[config.mk]
export PLATFORM = sky130hd
export DESIGN_NAME = pit3_bus_front
export DESIGN_NICKNAME = d
export VERILOG_FILES = /design/src/rtl/pit_pkg.sv /design/src/rtl/pit_cmd_dec.sv /design/src/rtl/pit_chan.sv /design/src/rtl/pit3_bus_front.sv
export SDC_FILE = /design/constraint.sdc
export NUM_CORES = 1
export LEC_CHECK = 0
export ABC_AREA = 1
export BUFFER_PORTS_ARGS = -buffer_cell sky130_fd_sc_hd__clkbuf_2
export CAP_MARGIN = 20
export CELL_PAD_IN_SITES_DETAIL_PLACEMENT = 0
export CELL_PAD_IN_SITES_GLOBAL_PLACEMENT = 2
export CORE_MARGIN = 2
export CORE_UTILIZATION = 39
export CTS_CLUSTER_SIZE = 16
export DETAILED_ROUTE_END_ITERATION = 6
export GPL_ROUTABILITY_DRIVEN = 0
export GPL_TIMING_DRIVEN = 1
export PLACE_DENSITY_LB_ADDON = 0.25
export SLEW_MARGIN = 0
export SYNTH_ARGS = -nofsm -noshare
export SYNTH_HDL_FRONTEND = slang
export SYNTH_HIERARCHICAL = 1
export SYNTH_SLANG_ARGS = --single-unit
[constraint.sdc]
create_clock -name clk -period 5 [get_ports clk]
set_input_delay 1 -clock clk [delete_from_list [all_inputs] [get_ports clk]]
set_output_delay 1 -clock clk [all_outputs]
set_load 0.03 [all_outputs]
[src/rtl/pit_pkg.sv]
// Shared constants for the three-channel timer front end.
// Assumes 8-bit bus bytes and 16-bit counts moved as two bytes.
package pit_pkg;
    localparam int BYTE_W = 8;
    localparam int CNT_W  = 16;
    localparam int NUM_CH = 3;
    localparam int CFG_W  = 6;
    localparam int IDX_W  = 2;

    typedef enum logic [2:0] {
        MODE_TERM = 3'd0,
        MODE_ONE  = 3'd1,
        MODE_RATE = 3'd2,
        MODE_SQW  = 3'd3
    } pit_mode_e;
endpackage

[src/rtl/pit_cmd_dec.sv]
// Command and strobe decoder. It turns a bus access into per-channel
// strobes: program, freeze count, capture status, data write, data read.
// Assumes at most one of bus_wr / bus_rd is high in a cycle.
module pit_cmd_dec
    import pit_pkg::*;
(
    input  logic [IDX_W-1:0]  reg_idx,
    input  logic              bus_wr,
    input  logic              bus_rd,
    input  logic [7:1]        cmd_bits,
    output logic [NUM_CH-1:0] prog_wr,
    output logic [NUM_CH-1:0] latch_req,
    output logic [NUM_CH-1:0] status_req,
    output logic [NUM_CH-1:0] data_wr,
    output logic [NUM_CH-1:0] data_rd
);
    localparam logic [IDX_W-1:0] CMD_IDX = IDX_W'(NUM_CH);

    logic is_cmd;
    logic is_rb;
    logic acc_zero;

    // Classify the command byte written to the command index.
    always_comb begin
        is_cmd   = bus_wr && (reg_idx == CMD_IDX);
        is_rb    = (cmd_bits[7:6] == 2'b11);
        acc_zero = (cmd_bits[5:4] == 2'b00);
    end

    for (genvar ch = 0; ch < NUM_CH; ch++) begin : g_ch
        localparam logic [IDX_W-1:0] CH_IDX = IDX_W'(ch);
        logic named;
        logic rb_sel;
        // Per-channel selection by the counter field or a read-back bit.
        always_comb begin
            named          = !is_rb && (cmd_bits[7:6] == CH_IDX);
            rb_sel         = is_rb && cmd_bits[ch+1];
            prog_wr[ch]    = is_cmd && named && !acc_zero;
            latch_req[ch]  = is_cmd && ((named && acc_zero) || (rb_sel && !cmd_bits[5]));
            status_req[ch] = is_cmd && rb_sel && !cmd_bits[4];
            data_wr[ch]    = bus_wr && (reg_idx == CH_IDX);
            data_rd[ch]    = bus_rd && (reg_idx == CH_IDX);
        end
    end
endmodule

[src/rtl/pit_chan.sv]
// One timer channel: setup store, byte pointers, freeze and status
// holding registers, and a down counter in mode 0, 2 or 3.
// Assumes the strobes come from pit_cmd_dec and are mutually exclusive.
module pit_chan
    import pit_pkg::*;
(
    input  logic              clk,
    input  logic              rst_n,
    input  logic              tick,
    input  logic              prog_wr,
    input  logic [CFG_W-1:0]  prog_val,
    input  logic              latch_req,
    input  logic              status_req,
    input  logic              data_wr,
    input  logic              data_rd,
    input  logic [BYTE_W-1:0] wdata,
    output logic [BYTE_W-1:0] rd_byte,
    output logic              out_pin,
    output logic              bad_load
);
    localparam int EXT_W = CNT_W + 1;
    localparam logic [EXT_W-1:0] FULL_CNT = EXT_W'(1) << CNT_W;
    localparam logic [EXT_W-1:0] ONE_CNT  = EXT_W'(1);

    logic [CFG_W-1:0]  cfg_q;
    logic [EXT_W-1:0]  cnt_q, rld_q;
    logic [BYTE_W-1:0] lo_q, sts_val_q;
    logic [CNT_W-1:0]  lat_val_q;
    logic wr_hi_q, rd_hi_q, null_q, armed_q, m0_out_q, lat_q, sts_q;

    pit_mode_e         mode;
    logic [CNT_W-1:0]  load_val;
    logic [EXT_W-1:0]  load_ext;
    logic [CNT_W-1:0]  rd_src;
    logic              load_now, runs;

    // Decode the current mode and the value a completing load would take.
    always_comb begin
        mode     = pit_mode_e'(cfg_q[3:1]);
        load_val = {wdata, lo_q};
        load_ext = (load_val == '0) ? FULL_CNT : {1'b0, load_val};
        load_now = data_wr && wr_hi_q;
        runs     = armed_q && (mode == MODE_TERM || mode == MODE_RATE || mode == MODE_SQW);
        bad_load = load_now && (load_val == CNT_W'(1)) && (mode == MODE_RATE || mode == MODE_SQW);
    end

    // Output level per mode.
    always_comb begin
        case (mode)
            MODE_TERM: out_pin = m0_out_q;
            MODE_RATE: out_pin = !(armed_q && cnt_q == ONE_CNT);
            MODE_SQW:  out_pin = !armed_q || (cnt_q > (rld_q >> 1));
            default:   out_pin = 1'b1;
        endcase
    end

    // Setup register and write byte pointer.
    always_ff @(posedge clk) begin
        if (!rst_n) begin
            cfg_q   <= '0;
            wr_hi_q <= 1'b0;
            lo_q    <= '0;
            null_q  <= 1'b0;
        end else if (prog_wr) begin
            cfg_q   <= prog_val;
            wr_hi_q <= 1'b0;
            null_q  <= 1'b1;
        end else if (data_wr) begin
            if (!wr_hi_q) begin
                lo_q    <= wdata;
                wr_hi_q <= 1'b1;
            end else begin
                wr_hi_q <= 1'b0;
                null_q  <= 1'b0;
            end
        end
    end

    // Down counter, reload value and the mode 0 output latch.
    always_ff @(posedge clk) begin
        if (!rst_n) begin
            cnt_q    <= '0;
            rld_q    <= '0;
            armed_q  <= 1'b0;
            m0_out_q <= 1'b1;
        end else if (prog_wr) begin
            armed_q  <= 1'b0;
            m0_out_q <= 1'b0;
        end else if (load_now) begin
            cnt_q    <= load_ext;
            rld_q    <= load_ext;
            armed_q  <= 1'b1;
            m0_out_q <= 1'b0;
        end else if (tick && runs) begin
            if (mode == MODE_TERM) begin
                if (cnt_q != '0) cnt_q <= cnt_q - ONE_CNT;
                if (cnt_q == ONE_CNT) m0_out_q <= 1'b1;
            end else begin
                cnt_q <= (cnt_q == ONE_CNT) ? rld_q : cnt_q - ONE_CNT;
            end
        end
    end

    // Freeze, status capture and read byte pointer.
    always_ff @(posedge clk) begin
        if (!rst_n) begin
            rd_hi_q   <= 1'b0;
            lat_q     <= 1'b0;
            sts_q     <= 1'b0;
            lat_val_q <= '0;
            sts_val_q <= '0;
        end else if (prog_wr) begin
            rd_hi_q <= 1'b0;
            lat_q   <= 1'b0;
            sts_q   <= 1'b0;
        end else begin
            if (latch_req && !lat_q) begin
                lat_q     <= 1'b1;
                lat_val_q <= cnt_q[CNT_W-1:0];
            end
            if (status_req && !sts_q) begin
                sts_q     <= 1'b1;
                sts_val_q <= {out_pin, null_q, cfg_q};
            end
            if (data_rd) begin
                if (sts_q) begin
                    sts_q <= 1'b0;
                end else if (rd_hi_q) begin
                    rd_hi_q <= 1'b0;
                    lat_q   <= 1'b0;
                end else begin
                    rd_hi_q <= 1'b1;
                end
            end
        end
    end

    // Read byte: pending status first, then frozen or live count bytes.
    always_comb begin
        rd_src  = lat_q ? lat_val_q : cnt_q[CNT_W-1:0];
        rd_byte = sts_q ? sts_val_q : (rd_hi_q ? rd_src[CNT_W-1:BYTE_W] : rd_src[BYTE_W-1:0]);
    end
endmodule

[src/rtl/pit3_bus_front.sv]
// Top of the three-channel timer front end: address slicing, command
// decode, three channels and the sticky illegal-count flag.
// Assumes single-cycle byte strobes and no simultaneous read and write.
module pit3_bus_front
    import pit_pkg::*;
#(
    parameter int ADDR_SHIFT = 1,
    localparam int ADDR_W = ADDR_SHIFT + IDX_W
) (
    input  logic              clk,
    input  logic              rst_n,
    input  logic [ADDR_W-1:0] bus_addr,
    input  logic              bus_wr,
    input  logic              bus_rd,
    input  logic [7:0]        wdata,
    output logic [7:0]        rdata,
    input  logic              cnt_en,
    output logic [2:0]        tmr_out,
    output logic              cfg_err
);
    logic [IDX_W-1:0]  reg_idx;
    logic [NUM_CH-1:0] prog_wr, latch_req, status_req, data_wr, data_rd, bad_load;
    logic [BYTE_W-1:0] chan_rd [NUM_CH];
    logic              unused_addr_bits;

    assign reg_idx          = bus_addr[ADDR_W-1:ADDR_SHIFT];
    assign unused_addr_bits = ^bus_addr;

    pit_cmd_dec u_dec (
        .reg_idx    (reg_idx),
        .bus_wr     (bus_wr),
        .bus_rd     (bus_rd),
        .cmd_bits   (wdata[7:1]),
        .prog_wr    (prog_wr),
        .latch_req  (latch_req),
        .status_req (status_req),
        .data_wr    (data_wr),
        .data_rd    (data_rd)
    );

    for (genvar ch = 0; ch < NUM_CH; ch++) begin : g_chan
        pit_chan u_chan (
            .clk        (clk),
            .rst_n      (rst_n),
            .tick       (cnt_en),
            .prog_wr    (prog_wr[ch]),
            .prog_val   (wdata[CFG_W-1:0]),
            .latch_req  (latch_req[ch]),
            .status_req (status_req[ch]),
            .data_wr    (data_wr[ch]),
            .data_rd    (data_rd[ch]),
            .wdata      (wdata),
            .rd_byte    (chan_rd[ch]),
            .out_pin    (tmr_out[ch]),
            .bad_load   (bad_load[ch])
        );
    end

    // Read mux: addressed channel byte, zero for the command index.
    always_comb begin
        rdata = '0;
        for (int i = 0; i < NUM_CH; i++) begin
            if (reg_idx == IDX_W'(i)) rdata = chan_rd[i];
        end
    end

    // Sticky flag for an illegal count load.
    always_ff @(posedge clk) begin
        if (!rst_n) cfg_err <= 1'b0;
        else        cfg_err <= cfg_err | (|bad_load);
    end
endmodule

Yosys cells after proc, flatten, opt, wreduce, memory -nomap -nowiden
Index checks and enable logic that the tools add are counted.

word-level totals
  output and inout port bits = 12
  register bits after elaboration = 238

cells by class
  reductions and logical operators = 147
  $add $sub $neg = 3
  $lt $le $gt $ge = 3
  bitwise logic cells = 11
  muxes and demuxes = 84
  eq/ne operators = 21

operators by type and width
  cell                                                                     count
  17-bit 2-to-1 mux                                                        18
  8-bit 2-to-1 mux                                                         9
  1-bit logical AND                                                        58
  17-bit by 1-bit == test with 1-bit output, second input constant         3
  17-bit by 16-bit greater-than comparator with 1-bit output               3
  1-bit 2-to-1 mux                                                         51
  17-bit nonzero test                                                      3
  17-bit by 1-bit subtractor with 17-bit output, second input constant     3
  16-bit by 1-bit == test with 1-bit output, second input constant         3
  16-bit logical NOT                                                       3
  16-bit 2-to-1 mux                                                        3
  2-bit AND reduction                                                      15
  3-bit AND reduction                                                      9
  3-bit nonzero test                                                       9
  3-bit by 2-bit == test with 1-bit output, second input constant          6
  2-bit nonzero test                                                       9
  1-bit logical NOT                                                        16
  1-bit logical OR                                                         15
  1-bit NOT                                                                10
  3-bit logical NOT                                                        3
  3-bit by 2-bit inequality test with 1-bit output, second input constant  3
  1-bit one-hot mux with 3 select lines                                    3
  2-bit == test, second input constant                                     4
  2-bit logical NOT                                                        3
  other kinds (4)                                                          7

Longest topological paths before layout
Gate-level depths: netlist of run 1.

  word-level depth = 11
  mapped depth = 16

Cells and area by module
The synthesis of run 1 kept the hierarchy.

modules (own cells, without submodules)
  module                            sequential area each (um2)  cells an instance  times used  area each (um2)
  pit_chan at g_chan[1].u_chan ...  1,581.5                     619                2           4,315.4
  pit_chan at g_chan[0].u_chan      1,581.5                     635                1           4,350.4
  pit3_bus_front                    20.0                        41                 1           222.7
  pit_cmd_dec                       0.0                         45                 1           196.4

Worst setup path after synthesis of run 1
OpenSTA, ideal clock, no wires.

  path kind = input port to output port
  start = in bus_addr[1]
  end = out rdata[0]
  stages = 4
  data arrival time = 1,589 ps
  buffers on the path = 1
  setup slack = 2,411 ps
  cell sequence = buf_4 > nor2_4 > nand2_1 > nand3_1

on the way
  cells in the longest elaborated chain, start to end = 4
  elaborated cells on any way between the ends = 6
  classes of those cells = 2 x eq/ne; 3 x mux; 1 x reduce/logical

RTL lines
  item                           line                  source
  from (decl)                    pit3_bus_front.sv:12  input logic [ADDR_W-1:0] bus_addr,
  2-bit logical NOT              pit3_bus_front.sv:63  if (reg_idx == IDX_W'(i)) rdata = chan_rd[i];
  8-bit 2-to-1 mux (2 in a row)  pit3_bus_front.sv:63
  8-bit 2-to-1 mux (*)           pit3_bus_front.sv:63
  to (decl)                      pit3_bus_front.sv:16  output logic [7:0] rdata,

Mark *: on every way between the ends. The rest lies on a longest branch, timed or not.

==> flow_summary.ini, run 1 <==
[run_status]
outcome = finished clean

[floorplanning]
initial_core_util_pct = 39.8
die_area_um2 = 35900
die_x_um = 189
num_io_pins = 28
rows = 67
core_area_um2 = 33700
die_h_um = 189

[setup_path]
worst_setup_path_start_kind = flop
crit_top_cell = nand3_1
crit_chain = inv_1, o21ai_0, a31oi_1, nand3_1, nand3_1, clkbuf_2
worstPathArrival_ns = 2.77
r2r_slack_ns = 2.54
crit_path_max_incr_delay_ns = 0.57
critPathBufInv = 2
cp_top_family = compound AO/OA/AOI/OAI gates
cp_data_required_time_ns = 4.00
cp_max_fo = 30
slowest_stage = inv_1
crit_type = flop to output pin
endpoint_kind = output pin

[detailed_routing]
wirelength_mm = 44.8
vias_per_cell = 5.33
drt_first_pass_iters = 5
route.detailed.drc = 0
vias = 12900
routedWlPerCell_um = 18.5
initialDrtViolationCount = 919
ant_nets = 0

[global_routing]
grt_pass1_vias = 11900
grt_pass1_wl_mm = 69.8
grt_max_degree = 56
grt_overflow_total = 0
antenna_found_initial = 2
grt_use_total_pct = 24.9

[cts]
cts_buffer_depth = 3
clock-sinks = 238
root_buffer = clkbuf_16
ctsResizeCount = 0
clkTransAtPathRegs_ns = 0.06
cts_setup_buffers = 0
clock_latency_ns = 0.55
htree_num_levels = 1
tritoncts = built
cts_made_buffers = 29
cts-hold-fix-buffers = 0

[timing]
hold_viol = 0
tns_ns = 0
fin_ws_ns = 1.23
worstMarginPinSlew_ns = 0.783
final_max_slew_viol_count = 0
post-route-min-period_ns = 3.77
finalSetupViolCount = 0
finalClockSkew_ns = 0.00903
slew_headroom_pct = 47.7
fin_crit_sh_pct = 75.4
fmaxAchievable_ghz = 0.265
rsz0062_at_grt = no

[placement]
port_buffers = 26
dp.cells = 2368
dp_hpwl_mm = 31.7
dp_slack_ns = 1.12

[yosys]
yosysUniqueCellTypes = 43
yosysSeqAreaShare_pct = 35.6
syn_avg_cell_area_um2 = 6.84
ys_async_sr_fraction_pct = 0
synth_edf_count = 0
synth_cells = 1959
synth_warnings = 6
synth_top_flop_cell = dfxtp_1
synth_fp_nets = 2029
synth_seq_cells = 238
synth_area_um2 = 13400

[hold_path]
hold_class = flop to flop

[final_layout]
layout_commonest_cell = nand2_1
syn_to_final_growth_pct = 9.79
fin_util_pct = 43.7
final_cell_mix = nand2_1 (292), nor2_1 (246), dfxtp_1 (238)
fin_nets = 2021
num_antenna_cells = 0
fin_cells = 2419
layout-drive-gt1-share_pct = 8.52

[power_and_ir_drop]
p_leak_nw = 6.26
ir_drop_mv = 0.242
power_density_nw_per_um2 = 305
fin_total_pwr_mw = 4.48

[run]
cap_violations = 0
per-stage QoR:
| stage | instance area, µm² | hold WS (ns) |
|---|---|---|
| 5_1_grt | 14700 | 0.479 |
| 3_3_place_gp | 13800 | 0.453 |
| 4_1_cts | 14700 | 0.463 |
| 6_report | 14700 | 0.461 |
| 3_5_place_dp | 13800 | 0.455 |
| 2_1_floorplan | 13400 | 0.441 |
worst reg2reg max path, stage by stage (launching register included):
cell     delay [ns]
dfxtp_1        0.34
inv_1          0.22
ha_1           0.24
nand2_1        0.09
nor3_2         0.25
nand3_2        0.62
inv_1          0.28
nand2_1        0.08
nand3_1        0.08
nand3_1        0.06
nand2_1        0.08
inv_1          0.03
area by class of cell:
cell class / count / area (µm²)
inverter: 242 / 908
tap: 448 / 561
fill: 3667 / 19000
timing repair buffer: 43 / 260
multi-input combinational: 1397 / 7300
clock inverter: 8 / 67.6
clock buffer: 43 / 848
sequential: 238 / 4760
worst paths after layout:
kind | startpoint | end | cells after the start
setup reg to reg | g_chan[0].u_chan/cnt_q[1] | g_chan[0].u_chan/cnt_q[9] | 11
setup / recovery | g_chan[1].u_chan/lat_q | rdata[2] | 6
hold / removal | g_chan[0].u_chan/sts_val_q[1] | g_chan[0].u_chan/sts_val_q[1] | 2
hold reg to reg | g_chan[0].u_chan/sts_val_q[1] | g_chan[0].u_chan/sts_val_q[1] | 2
cells by family after synthesis:
| kind of cell | after synthesis | synth area share (%) |
|---|---|---|
| buffers and inverters | 324 | 9.94 |
| adder cells (fa/ha/maj) | 54 | 5.04 |
| AO/OA/AOI/OAI | 580 | 23.2 |
| flip-flops | 238 | 35.6 |
| AND/OR/NAND/NOR | 747 | 25.2 |
| XOR/XNOR | 16 | 1.05 |
where the power goes:
part           internal [mW]  switching, mW  leakage [nW]  total, mW
clock network           1.21          0.830         0.454       2.04
logic                  0.146          0.334          3.88      0.481
registers               1.93         0.0328          1.92       1.96
cell usage after synthesis (11+ instances only):
master,count,area (µm²)
a21oi_1,210,1050
a31oi_1,42,263
buf_2,18,90.1
buf_6,11,124
clkbuf_1,47,176
dfxtp_1,238,4760
ha_1,54,676
inv_1,226,848
nand2_1,292,1100
nand2_2,15,93.8
nand3_1,102,510
nand4_1,21,131
nor2_1,246,923
nor2_4,14,158
nor3_1,15,75.1
o21ai_0,202,1010
o21ai_1,61,305
o22ai_1,35,219
xor2_1,14,123
sequential cells by signal, summed over array words and instances, names as in the netlist:
| signal | count |
|---|---|
| cfg_err | 1 |
| g_chan.u_chan/armed_q | 3 |
| g_chan.u_chan/cfg_q | 18 |
| g_chan.u_chan/cnt_q | 51 |
| g_chan.u_chan/lat_q | 3 |
| g_chan.u_chan/lat_val_q | 48 |
| g_chan.u_chan/lo_q | 24 |
| g_chan.u_chan/m0_out_q | 3 |
| g_chan.u_chan/null_q | 3 |
| g_chan.u_chan/rd_hi_q | 3 |
| g_chan.u_chan/rld_q | 51 |
| g_chan.u_chan/sts_q | 3 |
| g_chan.u_chan/sts_val_q | 24 |
| g_chan.u_chan/wr_hi_q | 3 |
metal layers:
metal	part of all wire [%]	GRT usage, %	up-vias
met1	50	37.4	6026
met4	1.5	4.56	2
met5	0.029	0	-
met3	5.1	2.52	42
met2	44	38.6	287
li1	-	-	6539
Note: power is estimated with default switching activity, not from simulation.
==> inputs of run 2 (changes only) <==
- CORE_UTILIZATION: 39 -> 33
- clock period: 5 -> 3.1 ns (I/O delays scaled with it)
==> flow_summary.ini, run 2 (same netlist as run 1, synthesis figures left out) <==
[power_and_ir_drop]
fin_total_pwr_mw = 7.61
p_leak_nw = 6.50
p_int_mw = 5.57
p_sw_share_pct = 26.9
power_density_nw_per_um2 = 496
p_switching_mw = 2.04
pwr-share-clk_pct = 47.8
power_frac_comb_pct = 10.7
power_frac_seq_pct = 41.5
ir_drop_mv = 0.405

[setup_path]
crit_type = flop to output pin
slowest_stage = dfxtp_4
endpoint_kind = output pin
crit_chain = clkinvlp_4, buf_4, a21oi_1, o21ai_0, a31oi_2, nand3_1, nand3_1, clkbuf_2
cp_max_fo = 7
crit_path_max_incr_delay_ns = 0.41
crit_top_cell = nand3_1
worstPathArrival_ns = 2.37
cp_data_required_time_ns = 2.48
worst_setup_path_start_kind = flop

[final_layout]
top_regs = g_chan.u_chan/cnt_q (51), g_chan.u_chan/rld_q (51), g_chan.u_chan/lat_val_q (48)
layout-drive-gt1-share_pct = 12.8
syn_to_final_growth_pct = 14.5
fin_nets = 2059
layout_commonest_cell = nand2_1
nFillCells = 4240
fin_area_um2 = 15300
final_cell_mix = nand2_1 (290), nor2_1 (244), inv_1 (223)
fin_cells = 2537

[global_routing]
grt_pass1_wl_mm = 74.1
grt_pass1_vias = 12400
grt_overflow_total = 0
grt_use_total_pct = 22.8
grt_max_degree = 56
antenna_found_initial = 2

[detailed_routing]
route.detailed.drc = 0
routedWlPerCell_um = 18.7
wirelength_mm = 47.6
vias = 13000
ant_nets = 0
drt_first_pass_iters = 5
initialDrtViolationCount = 965
vias_per_cell = 5.13

[cts]
htree_num_levels = 1
clock-sinks = 238
tritoncts = built
cts-hold-fix-buffers = 0
cts_buffer_depth = 3
clock_latency_ns = 0.57
root_buffer = clkbuf_16
cts_made_buffers = 30
clkTransAtPathRegs_ns = 0.06

[floorplanning]
die_x_um = 206
die_h_um = 206
core_area_um2 = 39900
rows = 73
die_area_um2 = 42200
num_io_pins = 28
initial_core_util_pct = 33.6

[timing]
tns_ns = 0
slew_headroom_pct = 41.2
worstMarginPinSlew_ns = 0.879
fin_crit_sh_pct = 96.5
whs_ns = 0.451
post-route-min-period_ns = 2.99
finalSetupViolCount = 0
finalClockSkew_ns = 0.0118
hold_viol = 0
final_max_slew_viol_count = 0
fmaxAchievable_ghz = 0.334

[placement]
place_area_um2 = 14100
dp.cells = 2473
port_buffers = 26
dp_hpwl_mm = 34.4

[hold_path]
hold_class = input port to flop

[run]
cap_violations = 0

[run_status]
outcome = finished clean
[run 2: layer usage]
metal | GRT usage (%) | vias to the layer above | part of all wire (%)
li1 | - | 6614 | -
met1 | 31.7 | 6082 | 47
met2 | 37.3 | 265 | 46
met3 | 2.87 | 55 | 4.1
met4 | 5.63 | 0 | 2.7
met5 | 0 | - | 0
[run 2: path summary, 6_finish.rpt]
kind / cells past startpoint / from / slack, ns / endpoint
worst max-delay path: 8 / g_chan[1].u_chan/lat_q / 0.11 / rdata[2]
worst min-delay path: 5 / bus_rd / 0.45 / g_chan[2].u_chan/rd_hi_q
worst max register to register: 10 / g_chan[2].u_chan/cnt_q[0] / 0.71 / g_chan[2].u_chan/cnt_q[7]
worst min register to register: 2 / g_chan[2].u_chan/sts_val_q[1] / 0.46 / g_chan[2].u_chan/sts_val_q[1]
[run 2: per-stage QoR]
step	worst slack, ns	util [%]
floorplan	0.953	-
global placement	0.151	35.4
detailed placement	0.159	35.4
CTS	-0.0109	38.2
global route	-0.00764	38.4
finish	0.109	38.4
[run 2: power by group through the flow]
stage | registers [mW] | clock network [mW] | logic (mW)
after global placement | 3.23 | 0 | 0.793
after detailed placement | 3.23 | 0 | 0.795
after CTS | 3.16 | 3.73 | 0.804
after global routing | 3.17 | 3.86 | 0.908
final | 3.16 | 3.64 | 0.812
after floorplan | 3.21 | 0 | 0.537
[run 2: final cells by class]
type | instances | area, µm² | share of cell area, %
antenna | 2 | 5.00 | 0.0326
clock buffer | 41 | 873 | 5.69
clock inverter | 12 | 139 | 0.905
inverter | 242 | 927 | 6.04
multi-input combinational | 1397 | 7370 | 48.1
sequential | 238 | 4800 | 31.3
tap | 525 | 657 | 4.28
timing repair buffer | 77 | 543 | 3.54
timing repair inverter | 3 | 22.5 | 0.147
[run 2: critical path, delay by kind of cell (launching register included)]
family / cells / cell delay (ns)
buffers and inverters: 3 / 0.46
flip-flops: 1 / 0.41
AND/OR/NAND/NOR: 2 / 0.23
AO/OA/AOI/OAI: 3 / 0.70
[run 2: what timing repair did]
action	in CTS	in global routing
pin swaps	0	3
setup endpoints to repair	11	11
cloned	1	2
buffers inserted	4	2
resized for setup	19	44
